--- src/rtl/cbr_seg_pkg.sv ---
package cbr_seg_pkg;
    typedef enum logic [1:0] {ST_IDLE, ST_HDR, ST_REQ, ST_WAIT} cell_st_e;

    localparam logic [1:0] SEL_CTRL = 2'd0;
    localparam logic [1:0] SEL_ADDR = 2'd1;
    localparam logic [1:0] SEL_HDR  = 2'd2;

    localparam int CTRL_RUN_BIT  = 0;
    localparam int CTRL_SKIP_BIT = 1;
    localparam int REG_W         = 32;
endpackage

--- src/rtl/cbr_seg_regs.sv ---
module cbr_seg_regs
    import cbr_seg_pkg::*;
#(
    parameter int ADDR_W = 32,
    parameter int HDR_W  = 32
) (
    input  logic              clk_i,
    input  logic              rst_ni,
    input  logic              we_i,
    input  logic [1:0]        sel_i,
    input  logic [REG_W-1:0]  wdata_i,
    input  logic              skip_taken_i,
    output logic              run_o,
    output logic              skip_o,
    output logic [ADDR_W-1:0] addr_o,
    output logic [HDR_W-1:0]  hdr_o
);
    typedef struct packed {
        logic              run;
        logic              skip;
        logic [ADDR_W-1:0] addr;
        logic [HDR_W-1:0]  hdr;
    } regs_t;

    regs_t r_d, r_q;

    always_comb begin
        r_d = r_q;
        // block clear first, so a same-cycle host write overrides it
        if (skip_taken_i) r_d.skip = 1'b0;
        if (we_i) begin
            unique case (sel_i)
                SEL_CTRL: begin
                    r_d.run  = wdata_i[CTRL_RUN_BIT];
                    r_d.skip = wdata_i[CTRL_SKIP_BIT];
                end
                SEL_ADDR: r_d.addr = wdata_i[ADDR_W-1:0];
                SEL_HDR:  r_d.hdr  = wdata_i[HDR_W-1:0];
                default: ;
            endcase
        end
    end

    always_ff @(posedge clk_i) begin
        if (!rst_ni) r_q <= '0;
        else         r_q <= r_d;
    end

    assign run_o  = r_q.run;
    assign skip_o = r_q.skip;
    assign addr_o = r_q.addr;
    assign hdr_o  = r_q.hdr;
endmodule

--- src/rtl/cbr_seg_cell_fsm.sv ---
module cbr_seg_cell_fsm
    import cbr_seg_pkg::*;
#(
    parameter int HDR_BYTES = 4,
    parameter int PAY_BYTES = 48
) (
    input  logic                   clk_i,
    input  logic                   rst_ni,
    input  logic                   slot_i,
    input  logic                   run_i,
    input  logic                   skip_i,
    input  logic [HDR_BYTES*8-1:0] hdr_i,
    input  logic                   rd_valid_i,
    input  logic [7:0]             rd_data_i,
    output logic                   rd_req_o,
    output logic                   skip_taken_o,
    output logic                   miss_o,
    output logic                   busy_o,
    output logic                   cell_valid_o,
    output logic [7:0]             cell_data_o,
    output logic                   cell_last_o
);
    localparam int HDR_W  = HDR_BYTES * 8;
    localparam int MAXB   = (PAY_BYTES > HDR_BYTES) ? PAY_BYTES : HDR_BYTES;
    localparam int IDX_W  = $clog2(MAXB) + 1;
    localparam logic [IDX_W-1:0] HDR_END = IDX_W'(HDR_BYTES - 1);
    localparam logic [IDX_W-1:0] PAY_END = IDX_W'(PAY_BYTES - 1);

    typedef struct packed {
        cell_st_e         st;
        logic [IDX_W-1:0] idx;
        logic [HDR_W-1:0] hdr;
        logic             ovld;
        logic [7:0]       odata;
        logic             olast;
    } fsm_t;

    fsm_t s_d, s_q;

    always_comb begin
        s_d          = s_q;
        s_d.ovld     = 1'b0;
        s_d.olast    = 1'b0;
        rd_req_o     = 1'b0;
        skip_taken_o = 1'b0;
        miss_o       = slot_i && (s_q.st != ST_IDLE);
        unique case (s_q.st)
            ST_IDLE: begin
                if (slot_i && run_i) begin
                    if (skip_i) begin
                        skip_taken_o = 1'b1;
                    end else begin
                        s_d.st  = ST_HDR;
                        s_d.idx = '0;
                        s_d.hdr = hdr_i;
                    end
                end
            end
            ST_HDR: begin
                s_d.ovld  = 1'b1;
                s_d.odata = s_q.hdr[HDR_W-1 -: 8];
                s_d.hdr   = s_q.hdr << 8;
                s_d.idx   = s_q.idx + 1'b1;
                if (s_q.idx == HDR_END) begin
                    s_d.st  = ST_REQ;
                    s_d.idx = '0;
                end
            end
            ST_REQ: begin
                rd_req_o = 1'b1;
                s_d.st   = ST_WAIT;
            end
            ST_WAIT: begin
                if (rd_valid_i) begin
                    s_d.ovld  = 1'b1;
                    s_d.odata = rd_data_i;
                    if (s_q.idx == PAY_END) begin
                        s_d.olast = 1'b1;
                        s_d.idx   = '0;
                        s_d.st    = ST_IDLE;
                    end else begin
                        s_d.idx = s_q.idx + 1'b1;
                        s_d.st  = ST_REQ;
                    end
                end
            end
            default: s_d.st = ST_IDLE;
        endcase
    end

    always_ff @(posedge clk_i) begin
        if (!rst_ni) s_q <= '{st: ST_IDLE, default: '0};
        else         s_q <= s_d;
    end

    assign busy_o       = (s_q.st != ST_IDLE);
    assign cell_valid_o = s_q.ovld;
    assign cell_data_o  = s_q.odata;
    assign cell_last_o  = s_q.olast;
endmodule

--- src/rtl/cbr_seg_miss_cnt.sv ---
module cbr_seg_miss_cnt #(
    parameter int MISS_W = 8
) (
    input  logic              clk_i,
    input  logic              rst_ni,
    input  logic              inc_i,
    output logic [MISS_W-1:0] cnt_o
);
    typedef struct packed {
        logic [MISS_W-1:0] cnt;
    } cnt_t;

    cnt_t c_d, c_q;

    always_comb begin
        c_d = c_q;
        if (inc_i && (c_q.cnt != '1)) c_d.cnt = c_q.cnt + 1'b1;
    end

    always_ff @(posedge clk_i) begin
        if (!rst_ni) c_q <= '0;
        else         c_q <= c_d;
    end

    assign cnt_o = c_q.cnt;
endmodule

--- src/rtl/cbr_fifo_segmenter.sv ---
module cbr_fifo_segmenter
    import cbr_seg_pkg::*;
#(
    parameter int ADDR_W    = 32,
    parameter int HDR_BYTES = 4,
    parameter int PAY_BYTES = 48,
    parameter int MISS_W    = 8
) (
    input  logic              clk_i,
    input  logic              rst_ni,
    input  logic              reg_we_i,
    input  logic [1:0]        reg_sel_i,
    input  logic [31:0]       reg_wdata_i,
    output logic              run_o,
    output logic              skip_o,
    input  logic              slot_i,
    output logic              rd_req_o,
    output logic [ADDR_W-1:0] rd_addr_o,
    input  logic              rd_valid_i,
    input  logic [7:0]        rd_data_i,
    output logic              cell_valid_o,
    output logic [7:0]        cell_data_o,
    output logic              cell_last_o,
    output logic [MISS_W-1:0] missed_o
);
    localparam int HDR_W = HDR_BYTES * 8;

    logic             skip_taken;
    logic             miss;
    logic             busy;
    logic [HDR_W-1:0] hdr;

    cbr_seg_regs #(.ADDR_W(ADDR_W), .HDR_W(HDR_W)) regs_i (
        .clk_i        (clk_i),
        .rst_ni       (rst_ni),
        .we_i         (reg_we_i),
        .sel_i        (reg_sel_i),
        .wdata_i      (reg_wdata_i),
        .skip_taken_i (skip_taken),
        .run_o        (run_o),
        .skip_o       (skip_o),
        .addr_o       (rd_addr_o),
        .hdr_o        (hdr)
    );

    cbr_seg_cell_fsm #(.HDR_BYTES(HDR_BYTES), .PAY_BYTES(PAY_BYTES)) fsm_i (
        .clk_i        (clk_i),
        .rst_ni       (rst_ni),
        .slot_i       (slot_i),
        .run_i        (run_o),
        .skip_i       (skip_o),
        .hdr_i        (hdr),
        .rd_valid_i   (rd_valid_i),
        .rd_data_i    (rd_data_i),
        .rd_req_o     (rd_req_o),
        .skip_taken_o (skip_taken),
        .miss_o       (miss),
        .busy_o       (busy),
        .cell_valid_o (cell_valid_o),
        .cell_data_o  (cell_data_o),
        .cell_last_o  (cell_last_o)
    );

    cbr_seg_miss_cnt #(.MISS_W(MISS_W)) miss_i (
        .clk_i  (clk_i),
        .rst_ni (rst_ni),
        .inc_i  (miss),
        .cnt_o  (missed_o)
    );
endmodule

--- config.mk ---
export PLATFORM = sky130hd
export DESIGN_NAME = cbr_fifo_segmenter
export DESIGN_NICKNAME = d
export VERILOG_FILES = /design/src/rtl/cbr_seg_pkg.sv /design/src/rtl/cbr_seg_regs.sv /design/src/rtl/cbr_seg_cell_fsm.sv /design/src/rtl/cbr_seg_miss_cnt.sv /design/src/rtl/cbr_fifo_segmenter.sv
export SDC_FILE = /design/constraint.sdc
export NUM_CORES = 1
export LEC_CHECK = 0
export BUFFER_PORTS_ARGS = -buffer_cell sky130_fd_sc_hd__buf_2
export CAP_MARGIN = 15
export CELL_PAD_IN_SITES_DETAIL_PLACEMENT = 0
export CELL_PAD_IN_SITES_GLOBAL_PLACEMENT = 1
export CORE_MARGIN = 2
export CORE_UTILIZATION = 30
export CTS_CLUSTER_SIZE = 40
export DETAILED_ROUTE_END_ITERATION = 16
export GPL_TIMING_DRIVEN = 0
export HOLD_SLACK_MARGIN = 0.02
export PLACE_DENSITY = 0.73
export SYNTH_ARGS = -nofsm -noshare
export SYNTH_HDL_FRONTEND = slang
export SYNTH_SLANG_ARGS = --single-unit
--- constraint.sdc ---
create_clock -name clk_i -period 2.95 [get_ports clk_i]
set_input_delay 0.1475 -clock clk_i [delete_from_list [all_inputs] [get_ports clk_i]]
set_output_delay 0.1475 -clock clk_i [all_outputs]
set_load 0.03 [all_outputs]
==> flow_metrics.env, run 1 <==
export IMPL_status="finished clean"
export IMPL_vias=4797
export IMPL_end_kind="flip-flop"
export IMPL_ys_seq_area_share_pct=50.9
export IMPL_cts_setup_buffers=0
export IMPL_synth_top_family_by_area="simple AND/OR/NAND/NOR gates"
export IMPL_cts_buffers=17
export IMPL_p_clk_share_pct=54.5
export IMPL_first_iter_violations=287
export IMPL_setup_viol_count_final=0
export IMPL_final_layout_size_suffix_gt1_share_pct=19.0
export IMPL_dieArea_sq_mm=0.0174
export IMPL_vias_per_cell=4.79
export IMPL_hpwl_um=10400
export IMPL_synth_top_cell_area_share_pct=50.9
export IMPL_p_int_mw=3.55
export IMPL_remaining_drc_errors=0
export IMPL_rows=46
export IMPL_place_congestion=0.807
export IMPL_start_util_pct=30.8
export IMPL_setup_tns_ps=0
export IMPL_die_height_um=132
export IMPL_synth_enable_flop_cells=0
export IMPL_die_w_um=132
export IMPL_syn_area_sq_mm=0.00491
export IMPL_cts_tree="yes"
export IMPL_portBuffers=99
export IMPL_postCtsHoldBufs=33
export IMPL_synth_fa_ha_area_share_pct=0.509
export IMPL_final_cells=1002
export IMPL_critPathTopFamily="simple AND/OR/NAND/NOR gates"
export IMPL_drv_cap=0
export IMPL_slowest_delay_ps=730
export IMPL_synth_common_cells="nand2_1 (207), dfxtp_1 (125), a21oi_1 (91)"
export IMPL_hold_worst_slack_ps=45.8
export IMPL_crit_fanout=8
export IMPL_cts_sinks=125
export IMPL_cpMaxStageDelayCell="nor3b_1"
export IMPL_cp_buffers_inverters=0
export IMPL_post_synth_top_area_cell="dfxtp_1"
export IMPL_rsz0062_at_grt="no"
export IMPL_worstPathArrival_ps=2430
export IMPL_htreeDepth=4
export IMPL_seqPwrFrac_pct=39.0
export IMPL_leakage_nw=2.63
export IMPL_yosys_cell_count_top_type="nand2_1"
export IMPL_grtUsageTotal_pct=16.0
export IMPL_synth_compound_area_share_pct=19.0
export IMPL_finalNetCount=822
export IMPL_crit_required_ps=3240
export IMPL_avgSynthCellArea_sq_um=7.90
export IMPL_synth_ff_latch_count=125
export IMPL_peakVddDrop_mv=0.423
export IMPL_power_density_mw_per_mm2=674
export IMPL_area_growth_pct=36.6
export IMPL_grt_pass1_wl_um=22600
export IMPL_switchingPower_uw=979
export IMPL_hold_violations=0
export IMPL_clock_skew_ps=5.74
export IMPL_period_minus_slack_ps=2150
export IMPL_placed_cells=937
export IMPL_io_pins=100
export IMPL_hold_path_class="in -> reg"
export IMPL_postRouteAntennaNets=0
export IMPL_path_class="reg -> reg"
export IMPL_timing_slew_headroom_pct=41.8
export IMPL_finalCritPeriodShare_pct=72.7
export IMPL_firstDrtPassIters=4
export IMPL_startpoint_type="flip-flop"
export IMPL_grt_remaining_overflow=0
export IMPL_ys_types=42
export IMPL_ys_top_cells_by_area="dfxtp_1 (51%), nand2_1 (16%), a21oi_1 (9.3%)"
export IMPL_syn_inst=622
export IMPL_final_max_slew_violation_count=0
export IMPL_wl_um=14200
export IMPL_synth_flop_cell="dfxtp_1"
export IMPL_clock_root_buffer="clkbuf_16"
export IMPL_syn_num_nets=671
export IMPL_cts_resized=0
export IMPL_wl_per_cell_um=14.1
export IMPL_synth_simple_gate_area_share_pct=23.1
export IMPL_cp_cell_sequence="ha_1, nor3b_1, nand3_1, a32oi_1, nor2_1"
export IMPL_first_global_vias=4614
export IMPL_clk_latency_ps=410
export IMPL_p_comb_share_pct=6.5
export IMPL_grt_max_degree=17
export IMPL_synth_xor_area_share_pct=0.713
export IMPL_max_clock_freq_mhz=466
export IMPL_tightest_slew_ps=871
export IMPL_diodes=0
export IMPL_fin_util_pct=42.1
export IMPL_async_flop_share_pct=0
export IMPL_cts_max_path_buffers=2
export IMPL_core_sq_mm=0.0159
export IMPL_netSwitchingFraction_pct=21.6
export IMPL_yosys_warnings=0
export IMPL_clk_pin_slew_ps=50
export IMPL_antenna_found_initial=0
export IMPL_synth_mux_area_share_pct=0.407
## state kept, by name, indices dropped and copies added, names as in the netlist
register and flops:
regs_i.run_o 1, fsm_i.s_q 41, fsm_i.cell_data_o 8, fsm_i.cell_valid_o 1
miss_i.cnt_o 8, fsm_i.cell_last_o 1, regs_i.addr_o 32, regs_i.hdr_o 32
regs_i.skip_o 1
## worst paths after layout
kind | from | endpoint | slack [ps] | cells past startpoint
min reg2reg | regs_i.addr_o[21] | regs_i.addr_o[21] | 450 | 2
max | fsm_i.s_q[42] | fsm_i.s_q[42] | 800 | 5
max reg2reg | fsm_i.s_q[42] | fsm_i.s_q[42] | 800 | 5
min | rd_data_i[1] | fsm_i.cell_data_o[1] | 50 | 3
## power groups by stage
stage / Sequential [mW] / Clock [mW] / Combinational [mW]
2_1_floorplan: 1.82 / 0 / 0.129
3_3_place_gp: 1.80 / 0 / 0.258
3_5_place_dp: 1.80 / 0 / 0.262
4_1_cts: 1.76 / 2.52 / 0.296
5_1_grt: 1.77 / 2.60 / 0.322
6_report: 1.76 / 2.47 / 0.296
## routing by layer
metal,GRT usage [%],vias to the layer above,part of all wire [%]
met5,0,-,0
met4,6.04,0,2.2
met3,3.88,22,4.6
met2,25.4,132,46
met1,21.1,2215,48
li1,-,2428,-
## metrics by stage
stage / cell area, sq um / worst slack [ps] / total power [mW]
global route: 6710 / 703 / 4.69
floorplan: 4910 / 1180 / 1.95
global placement: 5680 / 862 / 2.05
CTS: 6710 / 839 / 4.58
detailed placement: 5680 / 842 / 2.06
finish: 6710 / 804 / 4.52
## final cells by class
cell class / count / area, sq um
fillers: 1619 / 9230
plain buffers: 54 / 248
flip-flops and latches: 125 / 2500
well taps: 216 / 270
clock inverters: 14 / 263
repair buffers: 132 / 826
inverters: 4 / 15.0
clock buffers: 18 / 439
multi-input cells: 439 / 2150
## logic make-up after synthesis
kind of cell	Yosys count
buffers and inverters	58
adders and majority gates	2
muxes	2
DFF	125
and+or+nand+nor	277
AOI/OAI and AO/OA	154
xor gates and xnor gates	4
## tightest hold or removal path, stage by stage
cell	delay [ps]
buf_2	80
o22ai_1	60
a21oi_1	130
## placed cells by master (no fill, tap or decap), types with 3 or more instances in the layout
cell,instances
nand2_1,207
dfxtp_1,125
buf_2,105
a21oi_1,91
clkbuf_1,38
nor2_1,35
dlygate4sd3_1,33
a311oi_1,25
clkbuf_16,17
nand3_1,9
o21ai_0,9
o22ai_1,8
buf_4,8
bufinv_16,7
o31ai_1,5
a31oi_1,5
inv_1,4
nor3_1,4
or4_1,4
clkinvlp_4,4
o21a_1,3
xor2_1,3
Note: power is estimated with default switching activity, not from simulation.
==> run 2: changes to the inputs <==
==> constraint.sdc (replaced) <==
create_clock -name clk_i -period 2 [get_ports clk_i]
set_input_delay 0.1 -clock clk_i [delete_from_list [all_inputs] [get_ports clk_i]]
set_output_delay 0.1 -clock clk_i [all_outputs]
set_load 0.03 [all_outputs]
==> run 2 against run 1 <==
  * Sequential power rose by 48%
  * Critical path depth did not move
  * Design area increased by 1.3%
  * Wire length up 0.35%
  * Clock power rose by 47%
  * Core utilization increased by 0.56 points
  * Via count increased by 0.73%
  * Global-route usage rose by 0.090 points
  * Hold slack better by 54 ps
  * Clock-buffer cell count unchanged
  * Critical path type unchanged
  * Highest routed layer unchanged
==> flow_metrics.env, run 2 (synthesis gave the netlist of run 1 again) <==
export IMPL_cts_sinks=125
export IMPL_wl_met1_um=6820
export IMPL_place_congestion=0.807
export IMPL_peakVddDrop_mv=0.620
export IMPL_min_path_cells=4
export IMPL_top_register="fsm_i.s_q"
export IMPL_area_growth_pct=38.4
export IMPL_postRouteAntennaNets=0
export IMPL_antenna_found_initial=0
export IMPL_final_layout_size_suffix_gt1_share_pct=19.0
export IMPL_cp_buffers_inverters=0
export IMPL_dieArea_sq_mm=0.0174
export IMPL_met3_length_um=647
export IMPL_remaining_drc_errors=0
export IMPL_drv_cap=0
export IMPL_cts_buffers=17
export IMPL_grtUsageTotal_pct=16.1
export IMPL_reg2reg_from="fsm_i.s_q[42]"
export IMPL_rsz0062_at_grt="no"
export IMPL_finalNetCount=830
export IMPL_core_sq_mm=0.0159
export IMPL_setup_viol_count_final=0
export IMPL_diodes=0
export IMPL_hpwl_um=10400
export IMPL_portBuffers=99
export IMPL_placed_cells=937
export IMPL_firstDrtPassIters=4
export IMPL_leakage_nw=2.67
export IMPL_status="finished clean"
export IMPL_hold_path_class="in -> reg"
export IMPL_cpMaxStageDelayCell="nor3b_2"
export IMPL_setup_tns_ps=0
export IMPL_worstPathArrival_ps=2110
export IMPL_tightest_slew_ps=674
export IMPL_worstReg2RegEnd="fsm_i.s_q[42]"
export IMPL_grt_pass1_wl_um=22700
export IMPL_clock_skew_ps=7.64
export IMPL_startpoint_type="flip-flop"
export IMPL_wl_per_cell_um=14.1
export IMPL_power_density_mw_per_mm2=983
export IMPL_die_height_um=132
export IMPL_rows=46
export IMPL_slowest_delay_ps=450
export IMPL_final_common_cell="nand2_1"
export IMPL_vias_per_cell=4.78
export IMPL_first_iter_violations=278
export IMPL_finalCritPeriodShare_pct=91.2
export IMPL_period_minus_slack_ps=1820
export IMPL_cts_max_path_buffers=2
export IMPL_final_cell_mix="nand2_1 (207), dfxtp_1 (125), buf_2 (105), a21oi_1 (91), dlygate4sd3_1 (41)"
export IMPL_dr_wl_met2_um=6440
export IMPL_hold_violations=0
export IMPL_grt_remaining_overflow=0
export IMPL_start_util_pct=30.8
export IMPL_vias=4832
export IMPL_wl_um=14200
export IMPL_hold_worst_slack_ps=100
export IMPL_crit_required_ps=2280
export IMPL_final_max_slew_violation_count=0
export IMPL_end_kind="flip-flop"
export IMPL_clk_pin_slew_ps=50
export IMPL_first_global_vias=4671
export IMPL_critPathTopFamily="simple AND/OR/NAND/NOR gates"
export IMPL_grt_max_degree=17
export IMPL_clock_root_buffer="clkbuf_16"
export IMPL_max_clock_freq_mhz=548
export IMPL_final_cells=1010
export IMPL_min_from="slot_i"
export IMPL_clk_latency_ps=410
export IMPL_top_layer="met4"
export IMPL_cp_cell_sequence="ha_1, nor3b_2, nand3_1, a32oi_1, nor2_1"
export IMPL_io_pins=100
export IMPL_min_to="regs_i.skip_o"
export IMPL_stdcell_area_sq_mm=0.00680
export IMPL_die_w_um=132
export IMPL_htreeDepth=4
export IMPL_reg2reg_slack_ps=180
export IMPL_dpl_cell_area_sq_mm=0.00568
export IMPL_cts_tree="yes"
export IMPL_crit_fanout=8
export IMPL_path_class="reg -> reg"
export IMPL_timing_slew_headroom_pct=55.0
export IMPL_largest_reg_flops=41
export IMPL_reg2reg_depth=5
==> run 2: how the worst max path moves through the flow <==
stage / start / endpoint / slack [ps] / depth (start not counted)
2_1_floorplan: regs_i.run_o / fsm_i.s_q[48] / 230 / 6
3_3_place_gp: fsm_i.s_q[42] / fsm_i.s_q[45] / -90 / 5
3_5_place_dp: fsm_i.s_q[42] / fsm_i.s_q[42] / -110 / 5
4_1_cts: fsm_i.s_q[50] / fsm_i.s_q[35] / 190 / 5
5_1_grt: fsm_i.s_q[50] / fsm_i.s_q[35] / 60 / 5
6_report: fsm_i.s_q[42] / fsm_i.s_q[42] / 180 / 5
==> run 2: timing repair <==
item	CTS	global route
endpoints found under the setup margin	6	0
hold endpoints to repair	76	0
setup buffers	0	0
resized for setup	2	0
hold buffers	41	0
==> run 2: worst min-delay path, stage by stage <==
cell and delay, ps:
buf_2 120, a311oi_1 90, a21oi_1 110, nor2_1 40
==> run 2: cell type report <==
cell class / instances / area (sq um)
inverter: 4 / 15.0
multi-input combinational: 439 / 2160
timing repair buffer: 140 / 906
clock buffer: 18 / 439
fill: 1606 / 9140
buffer: 54 / 248
tap: 216 / 270
sequential: 125 / 2500
clock inverter: 14 / 263
==> run 2: power by group <==
group          internal (mW)  switching (mW)  total, mW
Sequential              2.56          0.0408       2.60
Clock                   2.50            1.14       3.64
Combinational          0.181           0.268      0.449
==> run 2: stage by stage <==
stage	utilization, %	worst slack [ps]	power [mW]
6_report	42.7	175	6.69
2_1_floorplan	-	228	2.88
4_1_cts	42.7	185	6.76
3_5_place_dp	35.6	-108	3.04
5_1_grt	42.7	59.5	6.94
3_3_place_gp	35.6	-88.3	3.03
==> run 2: layer usage <==
| metal | global-route usage, % | vias to the layer above |
|---|---|---|
| met5 | 0 | - |
| met4 | 6.04 | 0 |
| met3 | 3.88 | 24 |
| met2 | 25.6 | 140 |
| met1 | 21.1 | 2222 |
| li1 | - | 2446 |
